[config.mk]
export PLATFORM = sky130hd
export DESIGN_NAME = mdio_master
export DESIGN_NICKNAME = d
export VERILOG_FILES = /design/src/rtl/mdio_pkg.sv /design/src/rtl/mdio_ctrl.sv /design/src/rtl/mdio_datapath.sv /design/src/rtl/mdio_master.sv
export SDC_FILE = /design/constraint.sdc
export NUM_CORES = 1
export LEC_CHECK = 0
export BUFFER_PORTS_ARGS = -buffer_cell sky130_fd_sc_hd__buf_2
export CAP_MARGIN = 40
export CORE_MARGIN = 2
export CORE_UTILIZATION = 45
export CTS_CLUSTER_DIAMETER = 40
export DETAILED_ROUTE_END_ITERATION = 7
export PLACE_DENSITY = 0.72
export SLEW_MARGIN = 15
export SYNTH_ARGS = -nofsm -noshare
export SYNTH_HDL_FRONTEND = slang
export SYNTH_SLANG_ARGS = --single-unit
[constraint.sdc]
create_clock -name clk -period 2 [get_ports clk]
set_input_delay 0.1 -clock clk [delete_from_list [all_inputs] [get_ports clk]]
set_output_delay 0.1 -clock clk [all_outputs]
set_load 0.005 [all_outputs]
[src/rtl/mdio_pkg.sv]
package mdio_pkg;
  localparam logic [1:0] OP_READ  = 2'b10;
  localparam logic [1:0] OP_WRITE = 2'b01;
  localparam int CMD_W = 26;

  // strobes from control to datapath, one cycle each
  typedef struct packed {
    logic load;     // capture a new command and build the frame
    logic shift;    // advance to the next bit after an MDC fall
    logic sample;   // capture mdioIn on an MDC rise in the data phase
    logic enterTa;  // next bit is the first turnaround bit
    logic finish;   // last MDC fall of the frame
  } mdioStb_t;
endpackage

[src/rtl/mdio_ctrl.sv]
module mdio_ctrl
  import mdio_pkg::*;
#(
  parameter int DIV_W   = 6,
  parameter int PRE_LEN = 32
) (
  input  logic             clk,
  input  logic             rstN,
  input  logic             cmdValid,
  input  logic [1:0]       cmdOpcode,
  input  logic [DIV_W-1:0] cfgDiv,
  output mdioStb_t         stb,
  output logic             mdc,
  output logic             busy,
  output logic             rdValid
);
  localparam int FRAME_LEN = PRE_LEN + 32;
  localparam int CNT_W     = $clog2(FRAME_LEN);
  localparam logic [CNT_W-1:0] LAST_BIT = CNT_W'(FRAME_LEN - 1);
  localparam logic [CNT_W-1:0] PRE_TA   = CNT_W'(PRE_LEN + 13);
  localparam logic [CNT_W-1:0] DATA_POS = CNT_W'(PRE_LEN + 16);

  logic             validD;
  logic             running;
  logic [DIV_W-1:0] divCnt;
  logic [DIV_W-1:0] divLim;
  logic [CNT_W-1:0] bitCnt;
  logic             opOk;
  logic             start;
  logic             tick;

  assign opOk  = (cmdOpcode == OP_READ) || (cmdOpcode == OP_WRITE);
  assign start = cmdValid && !validD && !running && opOk;
  assign tick  = running && (divCnt == divLim);

  always_comb begin
    stb         = '0;
    stb.load    = start;
    stb.sample  = tick && !mdc && (bitCnt >= DATA_POS);
    stb.shift   = tick && mdc && (bitCnt != LAST_BIT);
    stb.enterTa = tick && mdc && (bitCnt == PRE_TA);
    stb.finish  = tick && mdc && (bitCnt == LAST_BIT);
  end

  always_ff @(posedge clk or negedge rstN) begin
    if (!rstN) begin
      validD  <= 1'b0;
      running <= 1'b0;
      divCnt  <= '0;
      divLim  <= '0;
      bitCnt  <= '0;
      mdc     <= 1'b0;
      rdValid <= 1'b0;
    end else begin
      validD  <= cmdValid;
      rdValid <= stb.finish;
      if (start) begin
        running <= 1'b1;
        divCnt  <= '0;
        divLim  <= cfgDiv;
        bitCnt  <= '0;
        mdc     <= 1'b0;
      end else if (running) begin
        divCnt <= tick ? '0 : divCnt + 1'b1;
        if (tick) mdc <= !mdc;
        if (stb.shift) bitCnt <= bitCnt + 1'b1;
        if (stb.finish) running <= 1'b0;
      end
    end
  end

  assign busy = running;

  a_r5_mdc_idle_low: assert property (@(posedge clk) disable iff (!rstN)
    !busy |-> !mdc);
  a_r9_single_pulse: assert property (@(posedge clk) disable iff (!rstN)
    rdValid |=> !rdValid);
  a_r9_pulse_at_end: assert property (@(posedge clk) disable iff (!rstN)
    $fell(busy) |-> rdValid);
  a_r2_bad_op_ignored: assert property (@(posedge clk) disable iff (!rstN)
    (cmdValid && !validD && !busy && cmdOpcode != OP_READ && cmdOpcode != OP_WRITE) |=> !busy);
  a_r4_no_reload: assert property (@(posedge clk) disable iff (!rstN)
    (busy && !stb.finish) |=> (busy && $stable(divLim)));
endmodule

[src/rtl/mdio_datapath.sv]
module mdio_datapath
  import mdio_pkg::*;
#(
  parameter int PRE_LEN = 32
) (
  input  logic             clk,
  input  logic             rstN,
  input  mdioStb_t         stb,
  input  logic [1:0]       cmdOpcode,
  input  logic [CMD_W-1:0] cmdWord,
  input  logic             mdioIn,
  output logic             mdioOut,
  output logic             mdioOe,
  output logic [15:0]      rdData
);
  localparam int FRAME_LEN = PRE_LEN + 32;

  logic [FRAME_LEN-1:0] frameSr;
  logic [15:0]          capt;
  logic                 isRead;
  logic                 oeReg;

  always_ff @(posedge clk or negedge rstN) begin
    if (!rstN) begin
      frameSr <= '1;
      capt    <= '0;
      isRead  <= 1'b0;
      oeReg   <= 1'b0;
      rdData  <= '0;
    end else begin
      if (stb.load) begin
        frameSr <= {{PRE_LEN{1'b1}}, 2'b01, cmdOpcode, cmdWord[25:21],
                    cmdWord[20:16], 2'b10, cmdWord[15:0]};
        isRead  <= (cmdOpcode == OP_READ);
        oeReg   <= 1'b1;
      end
      if (stb.shift) begin
        frameSr <= {frameSr[FRAME_LEN-2:0], 1'b1};
        if (stb.enterTa && isRead) oeReg <= 1'b0;
      end
      if (stb.sample) capt <= {capt[14:0], mdioIn};
      if (stb.finish) begin
        frameSr <= '1;
        oeReg   <= 1'b0;
        if (isRead) rdData <= capt;
      end
    end
  end

  assign mdioOut = frameSr[FRAME_LEN-1];
  assign mdioOe  = oeReg;

  a_r8_read_line_released: assert property (@(posedge clk) disable iff (!rstN)
    (stb.sample && isRead) |-> !mdioOe);
  a_r7_write_line_driven: assert property (@(posedge clk) disable iff (!rstN)
    (stb.sample && !isRead) |-> mdioOe);
  a_r6_drive_after_load: assert property (@(posedge clk) disable iff (!rstN)
    stb.load |=> mdioOe);
endmodule

[src/rtl/mdio_master.sv]
module mdio_master
  import mdio_pkg::*;
#(
  parameter int DIV_W   = 6,
  parameter int PRE_LEN = 32
) (
  input  logic             clk,
  input  logic             rstN,
  input  logic [1:0]       cmdOpcode,
  input  logic [CMD_W-1:0] cmdWord,
  input  logic             cmdValid,
  input  logic [31:0]      cfgWord,
  output logic [15:0]      rdData,
  output logic             rdValid,
  output logic             mdc,
  output logic             mdioOut,
  output logic             mdioOe,
  input  logic             mdioIn,
  output logic             busy
);
  mdioStb_t stb;

  mdio_ctrl #(.DIV_W(DIV_W), .PRE_LEN(PRE_LEN)) u_ctrl (
    .clk      (clk),
    .rstN     (rstN),
    .cmdValid (cmdValid),
    .cmdOpcode(cmdOpcode),
    .cfgDiv   (cfgWord[DIV_W-1:0]),
    .stb      (stb),
    .mdc      (mdc),
    .busy     (busy),
    .rdValid  (rdValid)
  );

  mdio_datapath #(.PRE_LEN(PRE_LEN)) u_dp (
    .clk      (clk),
    .rstN     (rstN),
    .stb      (stb),
    .cmdOpcode(cmdOpcode),
    .cmdWord  (cmdWord),
    .mdioIn   (mdioIn),
    .mdioOut  (mdioOut),
    .mdioOe   (mdioOe),
    .rdData   (rdData)
  );

  a_r5_cfg_known: assert property (@(posedge clk) disable iff (!rstN)
    !$isunknown(cfgWord));
endmodule

### Yosys cells after proc, flatten, opt, wreduce, memory -nomap -nowiden

Cells that the tools add are included.

| word-level totals | value |
|---|---|
| bits in registers | 120 |
| bits in latches | 0 |
| memory bits (writable) | 0 |
| bits in read-only memories | 0 |
| input bits | 64 |
| memories kept | 0 |

| cells by class | value |
|---|---|
| $add $sub $neg | 2 |
| multiply operators | 0 |
| div/mod/pow operators | 0 |
| $lt $le $gt $ge | 1 |
| equality and inequality tests | 6 |
| shift operators | 0 |
| multiplexer cells | 19 |
| bitwise gates (word level) | 0 |
| reductions and logical operators | 22 |

Operators with widths:

| operator | count |
|---|---|
| $mux W64 | 3 |
| $mux W6 | 6 |
| $add A6 B1 Y6 const B | 2 |
| $eq A6 B6 Y1 const B | 2 |
| $logic_and A1 B1 Y1 | 11 |
| $mux W1 | 10 |
| $eq A6 B6 Y1 | 1 |
| $ge A6 B6 Y1 const B | 1 |
| $ne A6 B6 Y1 const B | 1 |
| $reduce_and A2 Y1 | 3 |
| $reduce_bool A2 Y1 | 3 |
| $logic_not A1 Y1 | 3 |
| $reduce_bool A3 Y1 | 1 |
| $eq A2 B1 Y1 const B | 1 |
| $eq A2 B2 Y1 const B | 1 |
| $logic_or A1 B1 Y1 | 1 |

### Logic depth before layout (Yosys ltp)

| depth | value |
|---|---|
| word-level depth | 8 |
| gate-level depth with buffers | 7 |

### Hierarchy

From an unflattened synthesis, not the netlist that was laid out.

| unflattened totals | value |
|---|---|
| cell total of the unflattened synthesis | 453 |
| area total of the unflattened synthesis | 5475.3 µm² |

Modules (own cells, without submodules):

| module | times used | cells an instance | area each (µm²) | sequential area each (µm²) |
|---|---|---|---|---|
| mdio_datapath | 1 | 330 | 4279.1 | 2532.4 |
| mdio_ctrl | 1 | 123 | 1196.1 | 550.5 |

### Worst setup path before layout

Ideal clock, no wire load.

| timing | value |
|---|---|
| path type | register -> register |
| from | register u_ctrl.divCnt[1] |
| to | register u_dp.capt[10] |
| library setup time | 125 ps |
| arrival | 2054 ps |
| slack | -178 ps |
| stages on the path, launching flop included | 7 |
| buffers on the path | 1 |
| period minus slack after synthesis | 2178 ps |
| cells stage by stage | dfrtp_1 -> xor2_1 -> nor3_1 -> nand3_1 -> nor3_2 -> buf_2 -> mux2_2 |

| between the ends | value |
|---|---|
| longest elaborated chain between the ends | 4 |

Ends and longest elaborated chain:

| what | RTL line | source |
|---|---|---|
| from (decl) | mdio_ctrl.sv:25 | `logic [DIV_W-1:0] divCnt;` |
| from (signal assigned) | mdio_ctrl.sv:64 | `divCnt <= tick ? '0 : divCnt + 1'b1;` |
| $eq A6 B6 Y1 | mdio_ctrl.sv:34 | `assign tick = running && (divCnt == divLim);` |
| $logic_and A1 B1 Y1 | mdio_ctrl.sv:34 |  |
| $logic_and A1 B1 Y1 (2 in a row) | mdio_ctrl.sv:39 | `stb.sample = tick && !mdc && (bitCnt >= DATA_POS);` |
| to (signal assigned) | mdio_datapath.sv:41 | `if (stb.sample) capt <= {capt[14:0], mdioIn};` |
| to (decl) | mdio_datapath.sv:19 | `logic [15:0] capt;` |

No other way between the ends.
A chain may end at the register's enable or synchronous reset.

### Final worst setup path

| timing | value |
|---|---|
| from | register u_ctrl.divCnt[3] |
| to | register u_dp.rdData[7] |

| between the ends | value |
|---|---|
| longest elaborated chain between the ends | 5 |

Ends and longest elaborated chain:

| what | RTL line | source |
|---|---|---|
| $eq A6 B6 Y1 | mdio_ctrl.sv:34 |  |
| $logic_and A1 B1 Y1 | mdio_ctrl.sv:34 |  |
| $logic_and A1 B1 Y1 (2 in a row) | mdio_ctrl.sv:42 | `stb.finish = tick && mdc && (bitCnt == LAST_BIT);` |
| $reduce_and A2 Y1 (no source line) | - |  |
| to (signal assigned) | mdio_datapath.sv:45 | `if (isRead) rdData <= capt;` |
| to (decl) | mdio_datapath.sv:14 | `output logic [15:0] rdData` |

No other way between the ends.

==> results.md <==
- The switching power total is 2.22 mW.
- For this design the ratio of total power to cell area is between 1000 and 1500 nW/um^2.
- After layout, the minimum clock period comes to around 2 ns.
- The pin count of the biggest net entering global routing is between 40 and 50.
- The cell area after technology mapping is 5030 sq um.
- The via count of the first global-routing pass is ~3800.
- After detailed routing, the average wire length per cell comes to 14.6 microns.
- The number of ports placed on the die boundary is 85.
- The core footprint is roughly 11000 sq um.
- After synthesis the netlist holds a flip-flop and latch count of 120.
- The maximum frequency from static timing analysis is 496 MHz.
- The synthesized design contains 0 enable-type register cells.
- After filler insertion, the fill cell instance count of the layout stands at approximately 780.
- The antenna cell count is 0.
- The first detailed-routing pass took 5 iterations.
- The via count is about 3800.
- The global-route usage over all layers is 0.186.
- The average cell area after synthesis is ~12 sq um.
- Before CTS, the worst setup slack after placement is -0.0305 ns.
- Yosys printed 0 warnings.
- Counting the buffers created by CTS gives 17.
- TritonCTS built the clock tree.
- The leftover overflow at the end of global routing is 0.
- The number of endpoints failing setup at the final stage is 6.
- The required time of the critical path is ~2.4 ns.
- The area growth from synthesis to layout is 35.4%.
- The dominant cell type by area after synthesis is sky130_fd_sc_hd__dfstp_2.
- After synthesis, the cell types taking the most area are sky130_fd_sc_hd__dfstp_2, sky130_fd_sc_hd__dfrtp_1, sky130_fd_sc_hd__nand2_1.
- After the first detailed-routing iteration, the DRC count stood at between 150 and 200.
- The share of power burned in the clock network is 0.378.
- Dividing the final minimum period by the clock period gives 1.01.
- The logic gate share of total power is 0.193.
- The leakage power summed over all cells is between 3 and 4 nW.
- In this run the deepest clock path goes through 2 buffers.
- The flow ran to the end, but the final reports show violations.
- The routability-driven placement congestion ratio is ~0.75.
- Of the total power, registers draw 0.430.
- Along the worst path, the maximum fanout reaches 8.
- The first-pass GRT wire length is between 15 and 20 mm.
- Clock skew on the completed layout was measured at between 0.01 and 0.015 ns.
- Among all flip-flop cells after synthesis, the most frequent one is sky130_fd_sc_hd__dfstp_2.
- For the pin with the worst max-slew slack, the measured transition is slightly below 0.5 ns.
- The final count of hold timing violations is 0.
- The x dimension of the die is around 110 microns.
- In the post-synthesis netlist, the cell with the most instances is sky130_fd_sc_hd__nand2_1.
- The count of nets left with antenna violations once routing finished came out at 0.
- The post-synth net total is 502.
- The max-slew violation total from the final report is 0.
- The floorplan has 38 rows.
- The worst setup path category is reg -> reg.
- The die footprint is 12000 sq um.
- The count of input and output buffers is 58.
- In the synthesized netlist, the number of instances is approximately 430.
- The total instance count after detailed placement is about 630.
- The number of different library cells used by synthesis comes to 40.
- The arrival time of the worst setup path is between 2 and 2.5 ns.
- The share of synthesized area in the top cell type comes to 0.334.
- Counting every sink on the clock net gives 120.
- The sort of element at the start of the critical path is a register.
- The checks that failed: negative setup slack.
- In the final design database the tool counted between 600 and 700 nets.
- For the worst-skew pair, the clock arrives at the later sink with an insertion delay of 0.51 ns.
- The cell sitting at the root of the clock tree is a sky130_fd_sc_hd__clkbuf_8.
- The maximum vdd drop is slightly above 0.7 mV.
- The type of element capturing the critical path is a register.
- In the routed design, unresolved DRC markers number 0.
- After clock tree synthesis, the clock-pin slew on the worst setup and hold paths is 0.06 ns.
- Once routing completed, OpenROAD measured the worst setup slack at -0.0151 ns.
- The internal power consumption is between 6 and 7 mW.
- In this run the number of H-tree levels came out at 4.
- The initial antenna violation count is 0.
- The cell count of the worst reg-to-reg path is 7.
- The routed design has between 10 and 15 mm of wire.
- The tool flagged a number of max-cap violations equal to 0.
- Of the total power, the share spent switching nets is 0.270.
- For this run, the register share of the synthesized area comes to 0.613.
- The count of cells in the finished layout, fillers not included, comes to 707.
- The initial utilization of the core area, before any placement, comes to 0.462.
- The die height is between 100 and 150 microns.
- The headroom to the max-slew limit is 0.672.
- In the synthesized netlist, the cells that appear most often are sky130_fd_sc_hd__nand2_1, sky130_fd_sc_hd__dfstp_2, sky130_fd_sc_hd__dfrtp_1.
- The wire-length estimate of the detail-placed layout is 6.00 mm.
- In this run the worst hold path is classified as in -> async.
- For this run, asynchronously set or reset flops after synthesis account for 1.00.
- The average vias per placed instance is approximately 5.4.
- Setup repair after global routing could not meet its margin everywhere.
- Of the cells placed in the final design, the portion with a size suffix greater than 1 is 0.411.
[sequential cells by signal, indices dropped and copies added, names as in the netlist, 6 cells and up]
| name | cells |
|---|---|
| u_dp.rdData | 16 |
| u_ctrl.bitCnt | 6 |
| u_ctrl.divLim | 6 |
| u_ctrl.divCnt | 6 |
| u_dp.frameSr | 64 |
| u_dp.capt | 16 |
[power groups by stage]
stage	Clock [mW]	Combinational, mW	Sequential [mW]
after floorplan	0	0.916	3.52
after global placement	0	1.35	3.53
after detailed placement	0	1.41	3.55
after CTS	3.20	1.50	3.53
after global routing	3.31	1.78	3.61
final	3.12	1.59	3.54
[cells by family after synthesis]
| logic type | after synthesis | share of synthesized area |
|---|---|---|
| buffers and inverters | 35 | 0.0281 |
| xor gates and xnor gates | 4 | 0.00696 |
| AOI/OAI and AO/OA | 86 | 0.128 |
| adders and majority gates | 4 | 0.00995 |
| DFF | 120 | 0.613 |
| muxes | 33 | 0.0776 |
| and+or+nand+nor | 152 | 0.137 |
[final cells by class]
class                      count  area (sq um)  area share
tap                          140           175      0.0257
timing repair buffer         128          1010       0.149
multi-input combinational    279          1900       0.278
clock buffer                  17           414      0.0608
sequential                   120          3080       0.453
clock inverter                15           200      0.0294
inverter                       8          30.0     0.00441
[metal layers]
| metal | GRT usage | vias up | routed length (microns) |
|---|---|---|---|
| met1 | 0.234 | 1881 | 4450 |
| li1 | - | 1794 | - |
| met5 | 0 | - | 0 |
| met4 | 0.0940 | 0 | 176 |
| met2 | 0.297 | 101 | 5210 |
| met3 | 0.0486 | 20 | 456 |
[stage by stage]
step                setup TNS (ns)  utilization  power (mW)  instance area, sq um  hold WS [ns]
finish                     -0.0405        0.626        8.25                  6810        0.0952
global route                 -3.96        0.626        8.70                  6810         0.131
floorplan                    -1.28            -        4.44                  5060        -0.196
global placement                 0        0.523        4.88                  5690        0.0835
detailed placement          -0.167        0.523        4.96                  5690        0.0951
CTS                        -0.0506        0.614        8.22                  6690        0.0876
[layout by cell type (no fill, tap or decap), types with 2 or more instances in the layout]
cell	netlist	final
sky130_fd_sc_hd__buf_4	0	23
sky130_fd_sc_hd__and3_1	2	2
sky130_fd_sc_hd__o21ai_1	0	2
sky130_fd_sc_hd__nor2_1	9	8
sky130_fd_sc_hd__clkbuf_16	0	17
sky130_fd_sc_hd__ha_1	4	4
sky130_fd_sc_hd__nor3_1	30	29
sky130_fd_sc_hd__o21ai_0	5	3
sky130_fd_sc_hd__bufinv_16	0	4
sky130_fd_sc_hd__dfrtp_1	56	56
sky130_fd_sc_hd__or3_1	3	2
sky130_fd_sc_hd__dlygate4sd3_1	0	37
sky130_fd_sc_hd__o22a_1	35	35
sky130_fd_sc_hd__a31oi_1	28	27
sky130_fd_sc_hd__inv_6	0	2
sky130_fd_sc_hd__a21o_1	2	2
sky130_fd_sc_hd__clkinvlp_4	0	2
sky130_fd_sc_hd__nand3_1	11	10
sky130_fd_sc_hd__inv_1	7	7
sky130_fd_sc_hd__nand2b_1	3	3
sky130_fd_sc_hd__a22o_1	3	3
sky130_fd_sc_hd__nand2_1	83	83
sky130_fd_sc_hd__dfstp_2	64	64
sky130_fd_sc_hd__buf_6	1	4
sky130_fd_sc_hd__mux2_2	23	21
sky130_fd_sc_hd__clkinv_4	0	4
sky130_fd_sc_hd__a21oi_1	8	7
sky130_fd_sc_hd__clkinv_1	0	2
sky130_fd_sc_hd__buf_2	2	57
sky130_fd_sc_hd__xor2_1	4	4
sky130_fd_sc_hd__mux2_4	5	12
sky130_fd_sc_hd__buf_12	0	5
[final timing paths]
check / from / endpoint / slack [ns]
worst max-delay path: u_ctrl.divCnt[3]$_DFFE_PN0P_ / u_dp.rdData[7]$_DFFE_PN0P_ / -0.02
worst min-delay path: rstN / u_dp.rdData[12]$_DFFE_PN0P_ / 0.1
worst max register to register: u_ctrl.divCnt[3]$_DFFE_PN0P_ / u_dp.rdData[7]$_DFFE_PN0P_ / -0.02
worst min register to register: u_dp.frameSr[7]$_DFFE_PN1P_ / u_dp.frameSr[7]$_DFFE_PN1P_ / 0.49
max in group asynchronous: rstN / u_dp.frameSr[42]$_DFFE_PN1P_ / 1.17
min in group clk: cmdValid / u_ctrl.validD$_DFF_PN0_ / 0.28
[worst max-delay path: stages (launching register included)]
cell                        delay [ns]
sky130_fd_sc_hd__dfrtp_1          0.38
sky130_fd_sc_hd__nor2b_4          0.13
sky130_fd_sc_hd__a2111oi_4        0.29
sky130_fd_sc_hd__buf_4            0.18
sky130_fd_sc_hd__nand3_2          0.06
sky130_fd_sc_hd__or3_4            0.37
sky130_fd_sc_hd__clkbuf_16        0.18
sky130_fd_sc_hd__mux2_4           0.29
[what timing repair did]
item / 4_1_cts / 5_1_grt
gates cloned: 0 / 1
setup buffers: 1 / 3
hold buffers: 37 / 0
gates resized for setup: 2 / 19
pin swaps: 1 / 5
setup endpoints to repair: 20 / 87
hold endpoints to repair: 98 / 0
(Power assumes the default switching activity.)
